[config.mk]
export PLATFORM = sky130hd
export DESIGN_NAME = lcd_timing_gen
export DESIGN_NICKNAME = d
export VERILOG_FILES = /design/src/rtl/lcdt_pkg.sv /design/src/rtl/lcdt_mode_reg.sv /design/src/rtl/lcdt_ctr.sv /design/src/rtl/lcdt_raster_out.sv /design/src/rtl/lcd_timing_gen.sv
export SDC_FILE = /design/constraint.sdc
export NUM_CORES = 1
export LEC_CHECK = 0
export ABC_AREA = 1
export ABC_CLOCK_PERIOD_IN_PS = 9050
export BUFFER_PORTS_ARGS = -buffer_cell sky130_fd_sc_hd__clkbuf_2
export CAP_MARGIN = 25
export CELL_PAD_IN_SITES_DETAIL_PLACEMENT = 1
export CELL_PAD_IN_SITES_GLOBAL_PLACEMENT = 2
export CORE_ASPECT_RATIO = 0.9
export CORE_MARGIN = 8
export CORE_UTILIZATION = 37
export DETAILED_ROUTE_END_ITERATION = 10
export GPL_ROUTABILITY_DRIVEN = 1
export PLACE_DENSITY_LB_ADDON = 0.1
export SLEW_MARGIN = 15
export SYNTH_ARGS = -nofsm -noshare
export SYNTH_HDL_FRONTEND = slang
export SYNTH_SLANG_ARGS = --single-unit
[constraint.sdc]
create_clock -name clk -period 9.05 [get_ports clk]
set_input_delay 0.905 -clock clk [delete_from_list [all_inputs] [get_ports clk]]
set_output_delay 0.905 -clock clk [all_outputs]
set_load 0.05 [all_outputs]
[src/rtl/lcdt_pkg.sv]
package lcdt_pkg;

  localparam int TW = 12;

  typedef logic [2:0] res_code_t;

  // Raw geometry of one mode
  typedef struct packed {
    logic          ok;
    logic [TW-1:0] h_act;
    logic [TW-1:0] h_fp;
    logic [TW-1:0] h_sw;
    logic [TW-1:0] h_bp;
    logic [TW-1:0] v_act;
    logic [TW-1:0] v_fp;
    logic [TW-1:0] v_sw;
    logic [TW-1:0] v_bp;
  } lcdt_geom_t;

  // Precomputed comparison points held in the mode register
  typedef struct packed {
    logic          ok;
    logic [TW-1:0] h_act;
    logic [TW-1:0] h_ss;
    logic [TW-1:0] h_se;
    logic [TW-1:0] h_last;
    logic [TW-1:0] v_act;
    logic [TW-1:0] v_ss;
    logic [TW-1:0] v_se;
    logic [TW-1:0] v_last;
  } lcdt_bnd_t;

  function automatic lcdt_geom_t lcdt_geom(input res_code_t code, input int unsigned div);
    lcdt_geom_t  g;
    int unsigned ha;
    int unsigned va;
    g    = '0;
    g.ok = 1'b1;
    ha   = 0;
    va   = 0;
    case (code)
      3'd7: begin
        ha = 800; va = 480;
        g.h_fp = 12'd40; g.h_bp = 12'd216; g.v_fp = 12'd10; g.v_bp = 12'd35;
      end
      3'd6: begin
        ha = 640; va = 480;
        g.h_fp = 12'd24; g.h_bp = 12'd136; g.v_fp = 12'd18; g.v_bp = 12'd27;
      end
      3'd5, 3'd1: begin
        ha = 480; va = 272;
        g.h_fp = 12'd2; g.h_bp = 12'd43; g.v_fp = 12'd2; g.v_bp = 12'd12;
      end
      3'd4: begin
        ha = 480; va = 640;
        g.h_fp = 12'd2; g.h_bp = 12'd43; g.v_fp = 12'd4; g.v_bp = 12'd8;
      end
      3'd0: begin
        ha = 400; va = 240;
        g.h_fp = 12'd20; g.h_bp = 12'd108; g.v_fp = 12'd2; g.v_bp = 12'd20;
      end
      default: g.ok = 1'b0;
    endcase
    if (g.ok) begin
      g.h_sw = 12'd1;
      g.v_sw = 12'd1;
    end
    g.h_act = TW'(ha / div);
    g.v_act = TW'(va / div);
    return g;
  endfunction

  function automatic lcdt_bnd_t lcdt_bounds(input lcdt_geom_t g);
    lcdt_bnd_t b;
    b.ok     = g.ok;
    b.h_act  = g.h_act;
    b.h_ss   = g.h_act + g.h_fp;
    b.h_se   = b.h_ss + g.h_sw;
    b.h_last = b.h_se + g.h_bp - 12'd1;
    b.v_act  = g.v_act;
    b.v_ss   = g.v_act + g.v_fp;
    b.v_se   = b.v_ss + g.v_sw;
    b.v_last = b.v_se + g.v_bp - 12'd1;
    return b;
  endfunction

endpackage

[src/rtl/lcdt_mode_reg.sv]
module lcdt_mode_reg
  import lcdt_pkg::*;
#(
  parameter int unsigned ACT_DIV  = 1,
  parameter logic [2:0]  RST_CODE = 3'd7
) (
  input  logic      clk,
  input  logic      rst_n,
  input  logic      load,
  input  res_code_t code_in,
  output lcdt_bnd_t bnd
);

  localparam lcdt_bnd_t RST_BND = lcdt_bounds(lcdt_geom(RST_CODE, ACT_DIV));

  lcdt_bnd_t nxt_bnd;

  always_comb nxt_bnd = lcdt_bounds(lcdt_geom(code_in, ACT_DIV));

  always_ff @(posedge clk) begin
    if (!rst_n)    bnd <= RST_BND;
    else if (load) bnd <= nxt_bnd;
  end

endmodule

[src/rtl/lcdt_ctr.sv]
module lcdt_ctr #(
  parameter int W = 11
) (
  input  logic         clk,
  input  logic         rst_n,
  input  logic         clr,
  input  logic         step,
  input  logic [W-1:0] last,
  output logic [W-1:0] cnt,
  output logic         wrap
);

  always_comb wrap = step && (cnt == last);

  always_ff @(posedge clk) begin
    if (!rst_n || clr) cnt <= '0;
    else if (step)     cnt <= wrap ? '0 : cnt + W'(1);
  end

endmodule

[src/rtl/lcdt_raster_out.sv]
module lcdt_raster_out #(
  parameter int H_W = 11,
  parameter int V_W = 10
) (
  input  logic           run,
  input  logic [H_W-1:0] h_cnt,
  input  logic [V_W-1:0] v_cnt,
  input  logic [H_W-1:0] h_act,
  input  logic [H_W-1:0] h_ss,
  input  logic [H_W-1:0] h_se,
  input  logic [V_W-1:0] v_act,
  input  logic [V_W-1:0] v_ss,
  input  logic [V_W-1:0] v_se,
  output logic           hsync_n,
  output logic           vsync_n,
  output logic           de,
  output logic [H_W-1:0] pix_x,
  output logic [V_W-1:0] pix_y
);

  logic in_hs, in_vs, in_h, in_v;

  always_comb begin
    in_h    = h_cnt < h_act;
    in_v    = v_cnt < v_act;
    in_hs   = (h_cnt >= h_ss) && (h_cnt < h_se);
    in_vs   = (v_cnt >= v_ss) && (v_cnt < v_se);
    de      = run && in_h && in_v;
    hsync_n = !(run && in_hs);
    vsync_n = !(run && in_vs);
    pix_x   = run ? h_cnt : '0;
    pix_y   = run ? v_cnt : '0;
  end

endmodule

[src/rtl/lcd_timing_gen.sv]
module lcd_timing_gen
  import lcdt_pkg::*;
#(
  parameter int unsigned ACT_DIV  = 1,
  parameter int          H_W      = 11,
  parameter int          V_W      = 10,
  parameter logic [2:0]  RST_CODE = 3'd7
) (
  input  logic           clk,
  input  logic           rst_n,
  input  logic           pix_ce,
  input  logic           standby,
  input  logic [2:0]     res_code,
  output logic           hsync_n,
  output logic           vsync_n,
  output logic           de,
  output logic [H_W-1:0] pix_x,
  output logic [V_W-1:0] pix_y,
  output logic           mode_bad
);

  localparam int unsigned DIV_SAFE = (ACT_DIV == 0) ? 1 : ACT_DIV;

  lcdt_bnd_t      bnd;
  logic           run, adv, load;
  logic           h_wrap, v_wrap;
  logic [H_W-1:0] h_cnt;
  logic [V_W-1:0] v_cnt;

  always_comb begin
    run      = !standby && bnd.ok;
    adv      = run && pix_ce;
    load     = !run || v_wrap;
    mode_bad = !bnd.ok;
  end

  lcdt_mode_reg #(
    .ACT_DIV  (DIV_SAFE),
    .RST_CODE (RST_CODE)
  ) u_mode (
    .clk     (clk),
    .rst_n   (rst_n),
    .load    (load),
    .code_in (res_code),
    .bnd     (bnd)
  );

  lcdt_ctr #(.W(H_W)) u_hctr (
    .clk   (clk),
    .rst_n (rst_n),
    .clr   (!run),
    .step  (adv),
    .last  (H_W'(bnd.h_last)),
    .cnt   (h_cnt),
    .wrap  (h_wrap)
  );

  lcdt_ctr #(.W(V_W)) u_vctr (
    .clk   (clk),
    .rst_n (rst_n),
    .clr   (!run),
    .step  (h_wrap),
    .last  (V_W'(bnd.v_last)),
    .cnt   (v_cnt),
    .wrap  (v_wrap)
  );

  lcdt_raster_out #(.H_W(H_W), .V_W(V_W)) u_out (
    .run     (run),
    .h_cnt   (h_cnt),
    .v_cnt   (v_cnt),
    .h_act   (H_W'(bnd.h_act)),
    .h_ss    (H_W'(bnd.h_ss)),
    .h_se    (H_W'(bnd.h_se)),
    .v_act   (V_W'(bnd.v_act)),
    .v_ss    (V_W'(bnd.v_ss)),
    .v_se    (V_W'(bnd.v_se)),
    .hsync_n (hsync_n),
    .vsync_n (vsync_n),
    .de      (de),
    .pix_x   (pix_x),
    .pix_y   (pix_y)
  );

endmodule

Word level (Yosys, flattened, before mapping):

Index checks and enable logic that the tools add are counted.

* flip-flop bits (word level): 105
* latch bits: 0
* RAM bits: 0
* bits in read-only memories: 0
* bits of input ports: 7
* output and inout bits: 25
* logic and storage cells: 70
* memories: 0

* add/subtract/negate cells: 10
* multiply operators: 0
* div/mod/pow operators: 0
* order comparisons: 6
* eq/ne operators: 7
* shifts and indexed selects: 0
* muxes and demuxes: 12
* bitwise gates (word level): 0
* reduce and logical (&&, ||, !) cells: 24

Operators by type and width (number)
* one-hot mux 10 bit (4 select lines): 2
* one-hot mux 8 bit (4 select lines): 1
* one-hot mux 6 bit (5 select lines): 1
* one-hot mux 6 bit (4 select lines): 1
* 2-to-1 mux 11 bit: 2
* < comparator 10 bit: 2
* 2-to-1 mux 10 bit: 2
* one-hot mux 5 bit (4 select lines): 1
* equality test 3 bit, second input constant: 4
* adder 10 x 6 -> 11 bit: 1
* adder 11 x 1 -> 11 bit: 1
* adder 11 x 1 -> 11 bit, second input constant: 1
* adder 11 x 8 -> 11 bit: 1
* equality test 11 bit: 1
* >= comparator 11 bit: 1
* < comparator 11 x 10 -> 1 bit: 1
* < comparator 11 bit: 1
* subtractor 11 x 1 -> 11 bit, second input constant: 1
* adder 10 x 1 -> 10 bit: 1
* adder 10 x 1 -> 10 bit, second input constant: 1
* adder 10 x 5 -> 10 bit: 1
* adder 10 x 6 -> 10 bit: 1
* equality test 10 bit: 1
* >= comparator 10 bit: 1
* other kinds (10): 28

Longest topological paths before layout:

Gate-level depths: netlist of run 1.

* depth in word-level cells: 7
* depth in mapped cells: 20
* depth with buffers taken out: 18

Modules after synthesis:

From an unflattened synthesis of run 1, not the netlist that was laid out.

* cell total of the unflattened synthesis: 927
* area, all modules: 5967.0 um2

By module, submodules not included
* lcdt_mode_reg: instances 1, cells each 335, area each 2588.7 um2, seq. area each 900.9 um2
* lcdt_raster_out: instances 1, cells each 320, area each 1791.7 um2, seq. area each 0.0 um2
* lcdt_ctr (u_hctr): instances 1, cells each 140, area each 807.0 um2, seq. area each 220.2 um2
* lcdt_ctr (u_vctr): instances 1, cells each 124, area each 747.0 um2, seq. area each 200.2 um2
* lcd_timing_gen: instances 1, cells each 8, area each 32.5 um2, seq. area each 0.0 um2

Least setup slack after synthesis of run 1:

Ideal clock, no wire load.

* path type: input -> output
* start: input port standby
* end: output port de
* arrival: 2.823 ns
* data required time: 8.145 ns
* path slack: 5.322 ns
* stages: 4
* buffers on the path: 1
* cell sequence: inv_1 > nand2_2 > clkbuf_1 > nor4_1

* longest elaborated chain between the ends: 4

Ends and longest elaborated chain
* start, declared: RTL line lcd_timing_gen.sv:12 `input logic standby,`
* logical NOT 1 bit: RTL line lcd_timing_gen.sv:31 `run = !standby && bnd.ok;`
* logical AND 1 bit: RTL line lcd_timing_gen.sv:31
* logical AND 1 bit (2 in series): RTL line lcdt_raster_out.sv:28 `de = run && in_h && in_v;`
* end, declared: RTL line lcd_timing_gen.sv:16 `output logic de,`

No other way between the ends.

Worst setup path in the final report of run 1:

* start: input port standby
* end: output port vsync_n

* longest elaborated chain between the ends: 4

Ends and longest elaborated chain
* logical NOT 1 bit: RTL line lcd_timing_gen.sv:31
* logical AND 1 bit: RTL line lcd_timing_gen.sv:31
* logical AND 1 bit: RTL line lcdt_raster_out.sv:30 `vsync_n = !(run && in_vs);`
* logical NOT 1 bit: RTL line lcdt_raster_out.sv:30
* end, declared: RTL line lcd_timing_gen.sv:15 `output logic vsync_n,`

No other way between the ends.

==> results of run 1 <==
## worst max-delay path, delay by kind of cell
family	cells	cell delay, ns
buffers and inverters	4	1.03
AND/OR/NAND/NOR	3	0.70
AO/OA/AOI/OAI	1	0.23
## power breakdown
group	leakage [nW]	total, mW	switching, mW	internal, mW
clock	0.138	0.353	0.140	0.213
sequential	0.567	0.340	0.0161	0.324
combinational	2.02	0.183	0.119	0.0640
total	2.73	0.877	0.276	0.601
## cells by family after synthesis
kind of cell / count (synthesis) / share of synthesized area
simple gates: 380 / 0.337
buf+inv: 143 / 0.115
compound gates: 71 / 0.0777
flops: 69 / 0.278
fa+ha+maj: 59 / 0.152
xor+xnor: 23 / 0.0406
## layer usage
metal	global-route usage	wire length, microns	up-vias
met5	0	0	-
met4	0.0473	124	0
met3	0.0244	389	7
met2	0.275	6720	61
met1	0.242	7930	2232
li1	-	-	2420
## sequential cells by signal, summed over array words and instances, names as in the netlist
signal,flops
u_mode.bnd,48
u_hctr.cnt,11
u_vctr.cnt,10
## final cells by class
type / instances / area, sq um
fill: 1770 / 7710
multi-input combinational: 533 / 3010
sequential: 69 / 1380
inverter: 121 / 454
clock buffer: 10 / 229
tap: 168 / 210
timing repair buffer: 31 / 155
clock inverter: 6 / 63.8
## cells in the final DEF (no fill, tap or decap), types with 2 or more instances in the layout
master,n
or2_2,3
nand2_1,160
o21ai_1,4
nand3b_1,3
nand2_4,2
xnor2_1,10
clkinv_2,2
dfxtp_1,69
o21ai_0,22
nor3_1,15
clkbuf_16,9
nand2_2,4
clkbuf_2,31
inv_2,5
inv_1,116
nor2_1,97
o21bai_1,2
clkinvlp_4,2
nor4_1,3
fa_1,2
nand4_1,12
nand3_1,73
ha_1,57
a21oi_1,35
nor3b_1,2
xor2_1,13
## path summary, 6_finish.rpt
path,to,slack (ns),cells past startpoint
hold / removal,u_mode.bnd[18],0.48,2
hold reg to reg,u_mode.bnd[18],0.48,2
setup reg to reg,u_hctr.cnt[1],6.12,7
setup / recovery,vsync_n,5.26,8
==> out/qor.yml, run 1 <==
leakagePower_nw: 2.73
fin_nets: 831
synth_common_cells: "160 x nand2_1, 116 x inv_1, 97 x nor2_1, 73 x nand3_1, 69 x dfxtp_1"
hp-class: "flop to flop"
cts_setup_buffers: 0
antenna_found_initial: 0
cpPeakStageDelay_ns: 0.64
synth_edf_count: 0
synth_area_leaders: "dfxtp_1 28%, ha_1 14%, nand2_1 12%, inv_1 8.8%, nand3_1 7.4%"
ys_async_sr_fraction: 0
dieArea_sq_um: 17400
ys_warn_count: 0
num_vias: 4720
cts-resized-gates: 0
tritoncts: "done"
wl_per_cell_microns: 16.2
vdd_drop_max_mv: 0.0850
rows: 40
hold_violations: 0
setup-tns-final_ns: 0
drive_gt1_frac: 0.0844
drt-pass1-iter-count: 4
timing.hold.ws_ns: 0.479
pre_cts_ws_ns: 5.01
ys_ff_latch: 69
max_cap_violations: 0
yosysSeqAreaShare: 0.278
instances_no_fill: 938
synth_area_sq_um: 4960
critical_path_class: "primary input to primary output"
worst_slew_pin_slew_ns: 0.661
cp_common_cell: "clkbuf_2"
ys.flop_type: "dfxtp_1"
grt_max_degree: 43
areaGrowthSynthToFinish_pct: 10.9
cp_cell_sequence: "clkbuf_2 > inv_1 > nand2_2 > inv_2 > o21ai_0 > nor3_1 > nand4_1 > clkbuf_2"
period_minus_slack_ns: 3.79
setup_slack_ns: 5.26
die_w_microns: 138
synth_top_cell_area_share: 0.278
drt-initial-drc-count: 256
worstPathArrival_ns: 2.89
reg2reg_from: "u_mode.bnd[60]"
finalInstanceArea_sq_um: 5510
gp_congestion: 0.838
root_buffer: "clkbuf_16"
endpoint_kind: "primary output"
wl_microns: 15200
status: "completed"
yosysUniqueCellTypes: 41
initial_utilization: 0.376
gr-total-overflow: 0
relSlewSlack: 0.559
io_buffers: 31
required_ns: 8.15
yosys.area.top_type: "dfxtp_1"
power.density_nw_per_um2: 159
slew_viol_final: 0
insertion_delay_ns: 0.34
clock_sink_count: 69
viasPerCell: 5.03
cts_max_path_buffers: 2
fin_util: 0.417
crit_path_start: "standby"
post-synth-top-count-cell: "nand2_1"
crit_path_max_fanout: 34
hold_start: "u_mode.bnd[18]"
fp.coreArea_sq_um: 13200
diodes: 0
fp.dieH_microns: 126
first_global_vias: 4854
setup_viol: 0
cp_slowest_cell: "inv_2"
cp-start-kind: "primary input"
post-route-period-util: 0.419
grtUsageTotal: 0.174
fin_skew_ns: 0.00711
syn_nets: 811
grt_pass1_wl_microns: 24900
drcViolationCount: 0
fmax_mhz: 264
placed_cell_area_sq_um: 5210
final_antenna_net_count: 0
dp.cells: 922
syn_avg_cell_area_sq_um: 6.66
clk_pin_slew_ns: 0.06
p_total_uw: 877
pin_count: 32
grt_setup_unrepaired: "false"
synth_cells: 745
hpwl_microns: 11900
cts_buffers: 9
cts_hold_buf: 0
cts_max_level: 3
Note: power is estimated with default switching activity, not from simulation.
==> run 2: changes to the inputs <==
--- a/config.mk
+++ b/config.mk
@@ -5,15 +5,15 @@
 export SDC_FILE = /design/constraint.sdc
 export NUM_CORES = 1
 export LEC_CHECK = 0
-export ABC_AREA = 1
-export ABC_CLOCK_PERIOD_IN_PS = 9050
+export ABC_AREA = 0
+export ABC_CLOCK_PERIOD_IN_PS = 3250
 export BUFFER_PORTS_ARGS = -buffer_cell sky130_fd_sc_hd__clkbuf_2
 export CAP_MARGIN = 25
 export CELL_PAD_IN_SITES_DETAIL_PLACEMENT = 1
 export CELL_PAD_IN_SITES_GLOBAL_PLACEMENT = 2
 export CORE_ASPECT_RATIO = 0.9
 export CORE_MARGIN = 8
-export CORE_UTILIZATION = 37
+export CORE_UTILIZATION = 33
 export DETAILED_ROUTE_END_ITERATION = 10
 export GPL_ROUTABILITY_DRIVEN = 1
 export PLACE_DENSITY_LB_ADDON = 0.1
==> constraint.sdc (replaced) <==
create_clock -name clk -period 3.25 [get_ports clk]
set_input_delay 0.325 -clock clk [delete_from_list [all_inputs] [get_ports clk]]
set_output_delay 0.325 -clock clk [all_outputs]
set_load 0.05 [all_outputs]
==> run 2 against run 1 <==
  * Critical path depth grew 8
  * Flip-flop and latch count unchanged
  * Via count down 17%
  * Largest power group unchanged
  * Critical path type is now primary input to flop
  * Synthesized cell count decreased by 25%
  * Critical endpoint is now u_mode.bnd[57]
  * Register-to-register slack got worse by 5.4 ns
  * First-iteration DRC count down 44%
==> out/qor.yml, run 2 <==
status: "completed"
finalInstanceArea_sq_um: 5360  # -2.6%
placed_cell_area_sq_um: 5010  # -3.8%
hp-class: "primary input to flop"
root_buffer: "clkbuf_16"
die_w_microns: 140  # +1.3%
synth_edf_count: 0  # unchanged
wl_microns: 13800  # -9.1%
hold_violations: 0  # unchanged
synth_cells: 562  # -25%
relSlewSlack: 0.601  # +0.0423
rows: 40  # unchanged
areaGrowthSynthToFinish_pct: 17.7
hpwl_microns: 10900  # -8.8%
clk_pin_slew_ns: 0.06  # about the same
worstPathArrival_ns: 3.02  # +0.13 ns
fillers: 1622  # -8.4%
yosysUniqueCellTypes: 55  # +34%
cp-start-kind: "primary input"
ys_ff_latch: 69  # unchanged
rr_endpoint: "u_mode.bnd[92]"
post-route-period-util: 0.859
grt_setup_unrepaired: "false"
fp.coreArea_sq_um: 13400  # +1.5%
crit_path_start: "res_code[2]"
yosys.area.top_type: "dfxtp_1"
syn_nets: 628  # -23%
tritoncts: "done"
period_minus_slack_ns: 2.79
critical_path_class: "primary input to flop"
ys_async_sr_fraction: 0  # unchanged
synth_top_cell_area_share: 0.303  # +0.0249
antenna_found_initial: 0  # unchanged
cts_max_path_buffers: 2  # unchanged
crit_path_end: "u_mode.bnd[57]"
synth_common_cells: "71 x inv_1, 69 x dfxtp_1, 57 x ha_1, 54 x nor2_1, 46 x nand2_1"
grtUsageTotal: 0.164  # -0.0102
io_buffers: 31  # unchanged
cts-resized-gates: 0  # unchanged
r2r_slack_ns: 0.77  # -5.35 ns
grt_pass1_wl_microns: 23000  # -7.5%
grt_max_degree: 34  # -21%
diodes: 0  # unchanged
worst_slew_pin_slew_ns: 0.590  # -0.0708 ns
slew_viol_final: 0  # unchanged
reg_top3: "u_mode.bnd x48, u_hctr.cnt x11, u_vctr.cnt x10"
drive_gt1_frac: 0.134  # +0.0498
crit_path_max_fanout: 6  # -82%
synth_area_leaders: "dfxtp_1 30%, ha_1 16%, inv_1 5.9%, xnor2_1 5.2%, nor2_1 4.5%"
ys.flop_type: "dfxtp_1"
leakagePower_nw: 2.44  # -11%
cts_buffers: 9  # unchanged
power.density_nw_per_um2: 483  # +200%
gr-total-overflow: 0  # unchanged
syn_avg_cell_area_sq_um: 8.10  # +22%
regMostFlops: "u_mode.bnd"
vdd_drop_max_mv: 0.237  # +180%
dieArea_sq_um: 17800  # +2.5%
seqCellArea_sq_um: 1380  # unchanged
multiInputGateArea_sq_um: 2780  # -7.7%
cts_max_level: 3  # unchanged
synth_area_sq_um: 4550  # -8.2%
fin_nets: 673  # -19%
gp_congestion: 0.812  # -3.1%
drt-pass1-iter-count: 4  # unchanged
cts_hold_buf: 0  # unchanged
fin_skew_ns: 0.00486  # -0.00225 ns
largest_reg_flops: 48  # unchanged
endpoint_kind: "flop"
fmax_mhz: 358
pin_count: 32  # unchanged
max_cap_violations: 0  # unchanged
final_antenna_net_count: 0  # unchanged
cpPeakStageDelay_ns: 0.57  # -0.07 ns
clock_sink_count: 69  # unchanged
ys_warn_count: 0  # unchanged
drcViolationCount: 0  # unchanged
ff2ff_path_depth: 7  # unchanged
insertion_delay_ns: 0.34  # about the same
setup_viol: 0  # unchanged
initial_utilization: 0.340  # -0.0360
layout_common_cells: "69 x inv_1, 69 x dfxtp_1, 57 x ha_1"
drt-initial-drc-count: 143  # -44%
first_global_vias: 4209  # -13%
setup-tns-final_ns: 0  # unchanged
fp.dieH_microns: 127  # +1.3%
required_ns: 3.48  # -4.67 ns
yosysSeqAreaShare: 0.303  # +0.0249
cts_setup_buffers: 0  # unchanged
reg2reg_from: "u_vctr.cnt[2]"
cp_slowest_cell: "fa_1"
viasPerCell: 5.03  # about the same
num_vias: 3916  # -17%
wl_per_cell_microns: 17.7  # +9.5%
p_total_mw: 2.59  # +200%
post-synth-top-count-cell: "inv_1"
cp_cell_sequence: "clkbuf_2 > and2_1 > inv_2 > nor2_2 > inv_2 > nand2_2 > fa_1 > inv_1 > ha_1 > inv_1 > ha_1 > nand3b_1 > o21ai_2 > a41oi_1 > xnor2_1 > a31o_1"
-- run 2: worst min-delay path by stage --
| stage | from | endpoint | slack, ns | cells after the start |
|---|---|---|---|---|
| after global placement | u_mode.bnd[43] | u_mode.bnd[43] | 0.44 | 1 |
| after CTS | pix_ce | u_hctr.cnt[1] | 0.26 | 3 |
| after global routing | pix_ce | u_hctr.cnt[1] | 0.29 | 3 |
| after floorplan | u_mode.bnd[70] | u_mode.bnd[70] | 0.42 | 2 |
| after detailed placement | u_mode.bnd[16] | u_mode.bnd[16] | 0.45 | 2 |
| final | pix_ce | u_hctr.cnt[1] | 0.28 | 3 |
-- run 2: layer usage --
layer | wire [microns] | GRT usage | up-vias
met5 | 0 | 0 | -
met4 | 246 | 0.0606 | 0
met3 | 496 | 0.0305 | 14
met2 | 5910 | 0.251 | 58
met1 | 7130 | 0.224 | 1852
li1 | - | - | 1992
-- run 2: stage by stage --
step                std cells  utilization  worst slack [ns]  hold WS (ns)
global route              779        0.400             0.225         0.288
finish                    779        0.400             0.459         0.275
CTS                       779        0.400             0.439         0.257
floorplan                 562            -            0.0164         0.422
detailed placement        764        0.374            0.0783         0.454
global placement          764        0.374             0.179         0.440
-- run 2: final cells by class --
cell class | instances | area share
sequential | 69 | 0.258
clock buffer | 11 | 0.0472
inverter | 73 | 0.0511
clock inverter | 4 | 0.0177
tap | 168 | 0.0392
multi-input combinational | 398 | 0.518
timing repair buffer | 56 | 0.0686
-- run 2: report_power, final --
part           switching, mW  leakage (nW)  total [mW]  internal (mW)
clock                  0.377         0.172        1.16          0.786
sequential            0.0440         0.566       0.947          0.903
combinational          0.282          1.70       0.479          0.197
total                  0.703          2.44        2.59           1.89
-- run 2: cell families after synthesis --
kind of cell | share of synthesized area
and+or+nand+nor | 0.210
DFF | 0.303
xor gates and xnor gates | 0.0942
AOI/OAI and AO/OA | 0.138
adders and majority gates | 0.165
buffers and inverters | 0.0898
-- run 2: worst max-delay path, delay by kind of cell --
kind,cells,cell delay (ns)
adders and majority gates,3,1.16
and+or+nand+nor,4,0.40
AOI/OAI and AO/OA,3,0.67
buffers and inverters,5,0.32
xor gates and xnor gates,1,0.15
==> run 3: changes to the inputs <==
--- a/config.mk
+++ b/config.mk
@@ -17,6 +17,7 @@
 export DETAILED_ROUTE_END_ITERATION = 10
 export GPL_ROUTABILITY_DRIVEN = 1
 export PLACE_DENSITY_LB_ADDON = 0.1
+export RECOVER_POWER = 100
 export SLEW_MARGIN = 15
 export SYNTH_ARGS = -nofsm -noshare
 export SYNTH_HDL_FRONTEND = slang
==> run 3 against run 2 <==
  * Wire length up 0.26%
  * Final area down 1.8%
  * Core utilization down 0.72 points
  * Die area unchanged
  * Global-route usage unchanged
  * Sequential power about the same
  * Total power down 0.41%
  * Cell count unchanged
  * Sequential share of layout area up 0.47 points
  * Highest routed layer unchanged
==> out/qor.yml, run 3 (synthesis results as in run 2) <==
status: "completed"
setup-tns-final_ns: 0  # unchanged
viasPerCell: 5.03  # +0.10%
areaGrowthSynthToFinish_pct: 15.6
power.density_nw_per_um2: 490  # +1.4%
ff2ff_path_depth: 7  # unchanged
endpoint_kind: "flop"
fin_skew_ns: 0.00581  # +0.000950 ns
layout_common_cells: "69 x inv_1, 69 x dfxtp_1, 57 x ha_1"
gp_congestion: 0.812  # unchanged
initial_utilization: 0.340  # unchanged
setup_viol: 0  # unchanged
vdd_drop_max_mv: 0.237  # +0.17%
dieArea_sq_um: 17800  # unchanged
post-route-period-util: 0.886  # +0.0273
insertion_delay_ns: 0.34  # about the same
hold_violations: 0  # unchanged
gr-total-overflow: 0  # unchanged
fmax_mhz: 347  # -3.1%
first_global_vias: 4209  # unchanged
final_antenna_net_count: 0  # unchanged
tritoncts: "done"
period_minus_slack_ns: 2.88  # +0.0886 ns
cts_buffers: 9  # unchanged
cp-start-kind: "primary input"
grt_setup_unrepaired: "false"
clock_sink_count: 69  # unchanged
fp.dieH_microns: 127  # unchanged
hold_path_depth: 3  # unchanged
die_w_microns: 140  # unchanged
cts_hold_buf: 0  # unchanged
slew_viol_final: 0  # unchanged
diodes: 0  # unchanged
num_vias: 3920  # +0.10%
max_cap_violations: 0  # unchanged
critical_path_class: "primary input to flop"
antenna_found_initial: 0  # unchanged
timing.hold.ws_ns: 0.275  # -0.000292 ns
grtUsageTotal: 0.164  # unchanged
hp-class: "primary input to flop"
worst_slew_pin_slew_ns: 0.911  # +0.321 ns
clk_pin_slew_ns: 0.06  # about the same
drt-pass1-iter-count: 6  # +2
worstPathArrival_ns: 3.08  # +0.06 ns
largest_reg_flops: 48  # unchanged
fin_nets: 673  # unchanged
reg_top3: "u_mode.bnd x48, u_hctr.cnt x11, u_vctr.cnt x10"
drcViolationCount: 0  # unchanged
required_ns: 3.45  # -0.03 ns
regMostFlops: "u_mode.bnd"
drive_gt1_frac: 0.0786  # -0.0556
fp.coreArea_sq_um: 13400  # unchanged
wl_microns: 13800  # +0.26%
wl_per_cell_microns: 17.7  # +0.26%
fin_util: 0.392  # -0.00718
drt-initial-drc-count: 133  # -7.0%
cts_max_level: 3  # unchanged
cts_max_path_buffers: 2  # unchanged
root_buffer: "clkbuf_16"
relSlewSlack: 0.393  # -0.208
grt_pass1_wl_microns: 23000  # unchanged
pin_count: 32  # unchanged
rows: 40  # unchanged
cts_setup_buffers: 0  # unchanged
crit_path_max_fanout: 6  # unchanged
hpwl_microns: 10900  # unchanged
grt_max_degree: 34  # unchanged
leakagePower_nw: 2.32  # -4.5%
cts-resized-gates: 0  # unchanged
io_buffers: 31  # unchanged
==> run 3: power breakdown <==
part	internal (mW)	leakage, nW	total, mW	switching (mW)
clock	0.786	0.172	1.16	0.378
sequential	0.903	0.566	0.947	0.0442
combinational	0.189	1.59	0.467	0.278
==> run 3: stage by stage <==
stage | cell area, sq um | power, mW | setup WS [ns] | cells
floorplan | 4570 | 1.30 | 0.0164 | 562
global placement | 5010 | 1.44 | 0.179 | 764
detailed placement | 5010 | 1.45 | 0.0783 | 764
CTS | 5360 | 2.62 | 0.439 | 779
global route | 5260 | 2.71 | 0.121 | 779
finish | 5260 | 2.58 | 0.370 | 779
==> run 3: worst max-delay path, cell delays in order <==
cell and delay, ns:
clkbuf_2 0.10, and2_0 0.17, clkinv_1 0.08, nor2_2 0.05, inv_2 0.06, nand2_1 0.11
fa_1 0.58, inv_1 0.05, ha_1 0.27, inv_1 0.04, ha_1 0.33, a21oi_1 0.19
o21ai_2 0.13, a221oi_1 0.34, xor2_1 0.18, o211ai_1 0.09
==> run 3: area by class of cell <==
type | instances | area, sq um
clock buffer | 11 | 253
fill | 1645 | 8150
multi-input combinational | 398 | 2740
timing repair buffer | 56 | 309
tap | 168 | 210
clock inverter | 4 | 95.1
sequential | 69 | 1380
inverter | 73 | 274
==> run 3: metal layers <==
metal	vias to the layer above	GRT usage	wire [microns]	part of all wire
li1	1994	-	-	-
met1	1856	0.224	7210	0.52
met2	54	0.251	5890	0.43
met3	16	0.0305	461	0.033
met4	0	0.0606	260	0.019
met5	-	0	0	0
==> run 3: final timing paths <==
kind	from	to	slack (ns)
worst max-delay path	res_code[2]	u_mode.bnd[58]	0.37
worst min-delay path	pix_ce	u_hctr.cnt[1]	0.27
worst max register to register	u_hctr.cnt[7]	u_mode.bnd[1]	0.39
worst min register to register	u_mode.bnd[16]	u_mode.bnd[16]	0.46
